<file path="config.mk">
export PLATFORM = sky130hd
export DESIGN_NAME = tick_pwm
export DESIGN_NICKNAME = d
export VERILOG_FILES = /design/src/rtl/tick_pwm_pkg.sv /design/src/rtl/tick_pwm_regs.sv /design/src/rtl/tick_pwm_prescale.sv /design/src/rtl/tick_pwm_core.sv /design/src/rtl/tick_pwm.sv
export SDC_FILE = /design/constraint.sdc
export NUM_CORES = 1
export LEC_CHECK = 0
export ABC_AREA = 1
export ABC_CLOCK_PERIOD_IN_PS = 1600
export BUFFER_PORTS_ARGS = -buffer_cell sky130_fd_sc_hd__buf_2
export CAP_MARGIN = 30
export CORE_ASPECT_RATIO = 1.5
export CORE_UTILIZATION = 50
export CTS_CLUSTER_DIAMETER = 120
export DETAILED_ROUTE_END_ITERATION = 10
export MAX_ROUTING_LAYER = met4
export PLACE_DENSITY = 0.72
export SLEW_MARGIN = 10
export SYNTH_ARGS = -nofsm -noshare
export SYNTH_HDL_FRONTEND = slang
export SYNTH_SLANG_ARGS = --single-unit
</file>
<file path="constraint.sdc">
create_clock -name clk -period 1.6 [get_ports clk]
set_input_delay 0 -clock clk [delete_from_list [all_inputs] [get_ports clk]]
set_output_delay 0 -clock clk [all_outputs]
set_load 0.01 [all_outputs]
</file>
<file path="src/rtl/tick_pwm_pkg.sv">
package tick_pwm_pkg;
  localparam int PRE_W    = 6;
  localparam int CNT_W    = 10;
  localparam int ADDR_W   = 4;
  localparam int HARD_BIT = 6;
  localparam int FULL_BIT = 10;

  localparam logic [ADDR_W-1:0] OFS_CTRL = 4'h0;
  localparam logic [ADDR_W-1:0] OFS_DUTY = 4'h4;
  localparam logic [ADDR_W-1:0] OFS_PER  = 4'h8;

  typedef struct packed {
    logic [PRE_W-1:0] pre;
    logic             full;
    logic [CNT_W-1:0] dc;
    logic [CNT_W-1:0] pv;
  } cfg_t;
endpackage

</file>
<file path="src/rtl/tick_pwm_regs.sv">
module tick_pwm_regs
  import tick_pwm_pkg::*;
#(
  parameter int DATA_W = 32
) (
  input  logic              clk,
  input  logic              rst,
  input  logic [ADDR_W-1:0] addr,
  input  logic [DATA_W-1:0] wdata,
  input  logic              we,
  input  logic              re,
  output logic [DATA_W-1:0] rdata,
  output cfg_t              cfg_o,
  output logic              hard_o
);
  cfg_t              shadow;
  logic              hard_q;
  logic [DATA_W-1:0] rd_mux;

  always_ff @(posedge clk) begin
    if (rst) begin
      shadow <= '0;
      hard_q <= 1'b0;
    end else if (we) begin
      case (addr)
        OFS_CTRL: begin
          shadow.pre <= wdata[PRE_W-1:0];
          hard_q     <= wdata[HARD_BIT];
        end
        OFS_DUTY: begin
          shadow.dc   <= wdata[CNT_W-1:0];
          shadow.full <= wdata[FULL_BIT];
        end
        OFS_PER:  shadow.pv <= wdata[CNT_W-1:0];
        default:  ;
      endcase
    end
  end

  always_comb begin
    rd_mux = '0;
    case (addr)
      OFS_CTRL: begin
        rd_mux[PRE_W-1:0] = shadow.pre;
        rd_mux[HARD_BIT]  = hard_q;
      end
      OFS_DUTY: begin
        rd_mux[CNT_W-1:0] = shadow.dc;
        rd_mux[FULL_BIT]  = shadow.full;
      end
      OFS_PER:  rd_mux[CNT_W-1:0] = shadow.pv;
      default:  rd_mux = '0;
    endcase
  end

  always_ff @(posedge clk) begin
    if (rst)     rdata <= '0;
    else if (re) rdata <= rd_mux;
  end

  assign cfg_o  = shadow;
  assign hard_o = hard_q;
endmodule

</file>
<file path="src/rtl/tick_pwm_prescale.sv">
module tick_pwm_prescale #(
  parameter int WIDTH = 6
) (
  input  logic             clk,
  input  logic             rst,
  input  logic             run_i,
  input  logic [WIDTH-1:0] limit_i,
  output logic [WIDTH-1:0] cnt_o,
  output logic             tick_o
);
  logic [WIDTH-1:0] cnt;
  logic             at_limit;

  assign at_limit = (cnt == limit_i);

  always_ff @(posedge clk) begin
    if (rst || !run_i)  cnt <= '0;
    else if (at_limit)  cnt <= '0;
    else                cnt <= cnt + 1'b1;
  end

  assign tick_o = run_i && at_limit;
  assign cnt_o  = cnt;
endmodule

</file>
<file path="src/rtl/tick_pwm_core.sv">
module tick_pwm_core
  import tick_pwm_pkg::*;
(
  input  logic             clk,
  input  logic             rst,
  input  logic             run_en,
  input  logic             hard_i,
  input  cfg_t             shadow_i,
  input  logic             tick_i,
  output cfg_t             act_o,
  output logic             run_o,
  output logic [CNT_W-1:0] per_cnt_o,
  output logic             load_o,
  output logic             pwm_o
);
  cfg_t             act;
  logic             run;
  logic [CNT_W-1:0] per_cnt;
  logic             stop_now;
  logic             wrap;
  logic             level;

  assign stop_now = run && !run_en && hard_i;
  assign wrap     = run && tick_i && (per_cnt == act.pv);
  assign load_o   = (!run && run_en) || (!stop_now && wrap && run_en);
  assign level    = act.full || (per_cnt < act.dc);

  always_ff @(posedge clk) begin
    if (rst) begin
      run     <= 1'b0;
      per_cnt <= '0;
      act     <= '0;
      pwm_o   <= 1'b0;
    end else begin
      if (!run) begin
        per_cnt <= '0;
        if (run_en) begin
          run <= 1'b1;
          act <= shadow_i;
        end
      end else if (stop_now) begin
        run     <= 1'b0;
        per_cnt <= '0;
      end else if (tick_i) begin
        if (per_cnt == act.pv) begin
          per_cnt <= '0;
          if (run_en) act <= shadow_i;
          else        run <= 1'b0;
        end else begin
          per_cnt <= per_cnt + 1'b1;
        end
      end
      pwm_o <= run && !stop_now && level;
    end
  end

  assign act_o     = act;
  assign run_o     = run;
  assign per_cnt_o = per_cnt;
endmodule

</file>
<file path="src/rtl/tick_pwm.sv">
module tick_pwm
  import tick_pwm_pkg::*;
#(
  parameter int DATA_W = 32
) (
  input  logic              clk,
  input  logic              rst,
  input  logic              run_en,
  input  logic [ADDR_W-1:0] bus_addr,
  input  logic [DATA_W-1:0] bus_wdata,
  input  logic              bus_we,
  input  logic              bus_re,
  output logic [DATA_W-1:0] bus_rdata,
  output logic              pwm_out
);
  cfg_t             shadow;
  cfg_t             act;
  logic             hard_sel;
  logic             run;
  logic             tick;
  logic             load;
  logic [PRE_W-1:0] pre_cnt;
  logic [CNT_W-1:0] per_cnt;

  tick_pwm_regs #(.DATA_W(DATA_W)) u_regs (
    .clk    (clk),
    .rst    (rst),
    .addr   (bus_addr),
    .wdata  (bus_wdata),
    .we     (bus_we),
    .re     (bus_re),
    .rdata  (bus_rdata),
    .cfg_o  (shadow),
    .hard_o (hard_sel)
  );

  tick_pwm_prescale #(.WIDTH(PRE_W)) u_pre (
    .clk     (clk),
    .rst     (rst),
    .run_i   (run),
    .limit_i (act.pre),
    .cnt_o   (pre_cnt),
    .tick_o  (tick)
  );

  tick_pwm_core u_core (
    .clk       (clk),
    .rst       (rst),
    .run_en    (run_en),
    .hard_i    (hard_sel),
    .shadow_i  (shadow),
    .tick_i    (tick),
    .act_o     (act),
    .run_o     (run),
    .per_cnt_o (per_cnt),
    .load_o    (load),
    .pwm_o     (pwm_out)
  );
endmodule

</file>
==> reports/metrics.yaml <==
outcome:
  outcome: "finished, final reports clean"
clocking:
  ctsHtreeMaxLevel: 3
  clk_path_buf_depth: 2
  cts_made_buffers: 9
  cts.sinks: 84
  cts_root_buf: "clkbuf_16"
  cts.clk_slew.worst_paths_ps: 60
  cts_tree: "built"
  clkLatencyLatePin_ps: 340
final_layout:
  area_delta_synth_final_pct: 22.0
  drive_above_1_share_pct: 15.9
  num-nets-final: 713
  fin_area_sq_um: 5210
  final_cell_mix: "nand2_1 (129), inv_1 (101), dfxtp_1 (73)"
  finalCoreUtilization_pct: 63.9
  final_common_cell: "nand2_1"
  diodes: 0
die:
  dieArea_sq_um: 8920
  num_rows: 40
  core_area_sq_um: 8160
  start_util_pct: 52.3
  die_y_microns: 115
  io_pins: 74
  die_w_microns: 77.5
drt:
  antenna_left: 0
  first_pass_iters: 4
  drtIter0Drc: 234
  wire_per_inst_microns: 13.1
  vias: 3901
  wirelength_microns: 10100
  drc: 0
  vias_per_cell: 5.06
power_and_ir_drop:
  finalPower_mw: 10.1
  p_int_mw: 6.08
  ir_drop_mv: 0.978
  switching_share_pct: 39.8
  clkPwrFrac_pct: 24.0
  pwr-share-seq_pct: 27.9
  pwr_density_cell_nw_per_um2: 1940
  p_leak_nw: 2.38
  combPwrFrac_pct: 48.1
  switchingPower_mw: 4.02
worst_setup_path:
  slowest_stage: "dfxtp_4"
  cp_data_arrival_time_ps: 1810
  cp-end-kind: "flip-flop"
  crit_type: "flip-flop to flip-flop"
  required_ps: 1840
  worstSetupStartpointType: "flip-flop"
  crit_top_cell: "nand2_1"
  cp_max_fo: 14
  slowest_delay_ps: 370
  path_cells: "inv_1, nand2_1, nand2_1, nand2_1, nor2_2, nand3_2, nand2_8, buf_12, nand4_1, nand2_1, nor2_1"
yosys:
  yosysWarnings: 0
  ys_types: 31
  syn-cell-area_sq_um: 4270
  seq_area_frac_synth_pct: 39.4
  syn_inst: 603
  synth_seq_cells: 84
  synth.avg_cell_area_sq_um: 7.08
timing:
  grt_setup_unrepaired: "true"
  holdWs_ps: 52.8
  setup_viol: 0
  hold_viol_final: 0
  clock_skew_ps: 6.03
  fmax_mhz: 638
  report.final.slew_viol_count: 0
  period_minus_slack_ps: 1570
  post-route-period-util_pct: 98.0
  layout_setup_ws_ps: 31.7
global_routing:
  grt_pass1_wl_microns: 15900
  grt_pass1_vias: 3576
  grtUsageTotal_pct: 23.3
  grt_max_degree: 31
  gr-total-overflow: 0
  antenna_found_initial: 0
placement:
  gp_congestion: 0.890
  dp_slack_ps: -110
  io_buffer_count: 31
  place_area_sq_um: 4500
  post-dp-hpwl_microns: 6730
run:
  maxCapViolCount: 0
min_path:
  min_path_type: "input port to flip-flop"
## power groups by stage
stage,registers (mW),clock network [mW],logic (mW)
final,2.81,2.43,4.86
after global placement,2.80,0,3.61
after global routing,2.86,2.52,5.39
after detailed placement,2.81,0,3.70
after CTS,2.77,2.45,3.90
after floorplan,2.77,0,2.99
## logic make-up after synthesis
| kind of cell | Yosys count | synth area share [%] |
|---|---|---|
| xor gates and xnor gates | 16 | 3.28 |
| buffers and inverters | 151 | 16.3 |
| AOI/OAI and AO/OA | 96 | 12.4 |
| adders and majority gates | 11 | 3.22 |
| and+or+nand+nor | 244 | 25.3 |
| other | 1 | 0.0878 |
| DFF | 84 | 39.4 |
## critical path: cells and delay by family (launching register included)
family / cells / cell delay, ps
buf+inv: 2 / 210
simple gates: 9 / 870
flops: 1 / 370
## worst paths after layout
kind,endpoint,depth (start not counted),from,slack [ps]
worst max-delay path,u_core.act_o[21]$_SDFFE_PP0P_,11,u_core.per_cnt_o[1]$_SDFFE_PP0P_,30
worst min-delay path,u_regs.rdata[1]$_SDFFE_PP0P_,3,bus_re,50
worst max register to register,u_core.act_o[21]$_SDFFE_PP0P_,11,u_core.per_cnt_o[1]$_SDFFE_PP0P_,30
worst min register to register,u_pre.cnt_o[0]$_SDFF_PP0_,1,u_pre.cnt_o[0]$_SDFF_PP0_,430
## cell usage after synthesis
library cell	instances	area, sq um
a21oi_1	49	245
nor4_4	1	21.3
nand2_4	1	11.3
nor2_2	1	6.26
nand2_1	135	507
nand3_1	13	65.1
dfxtp_1	84	1680
nand3_4	1	17.5
buf_1	4	15.0
a21boi_0	1	7.51
clkbuf_1	12	45.0
conb_1	1	3.75
inv_1	104	390
o31ai_1	1	7.51
ha_1	11	138
nor3_1	3	15.0
nor2_1	52	195
nand4_1	32	200
buf_6	5	56.3
nand3b_1	2	15.0
xor2_1	11	96.3
buf_2	2	10.0
o21ai_0	32	160
a21o_1	1	7.51
o211ai_1	1	7.51
nand3_2	2	20.0
buf_4	24	180
o221ai_1	10	87.6
o21a_1	1	7.51
xnor2_1	5	43.8
nor4_1	1	6.26
## through the flow
step,TNS (ps),instances
2_1_floorplan,0,623
3_3_place_gp,-105,732
3_5_place_dp,-2260,732
4_1_cts,0,764
5_1_grt,-1120,771
6_report,0,771
## final cells by class
class                   count  area (sq um)
clock buffers              10           239
fillers                   702          2950
clock inverters             6           111
well taps                 105           131
repair buffers             71           556
inverters                 104           394
multi-input cells         391          2080
flip-flops and latches     84          1700
## metal layers
layer	track usage [%]	part of all wire (%)	vias up
li1	-	-	1998
met2	42.0	54	82
met5	-	0	-
met3	4.76	3.1	17
met1	24.3	41	1804
met4	10.1	2.2	0
## timing repair
item | 4_1_cts | 5_1_grt
gates resized for setup | 4 | 36
setup buffers | 0 | 4
hold endpoints to repair | 36 | 0
pin swaps | 1 | 11
hold buffers | 14 | 0
gates cloned | 2 | 3
setup endpoints to repair | 28 | 38
## flip-flops by register name, summed over array words and instances, names as in the netlist
name,count
u_core.act_o,27
u_core.per_cnt_o,10
u_core.pwm_o,1
u_core.run_o,1
u_pre.cnt_o,6
u_regs.cfg_o,27
u_regs.hard_o,1
u_regs.rdata,11
(Power assumes the default switching activity.)
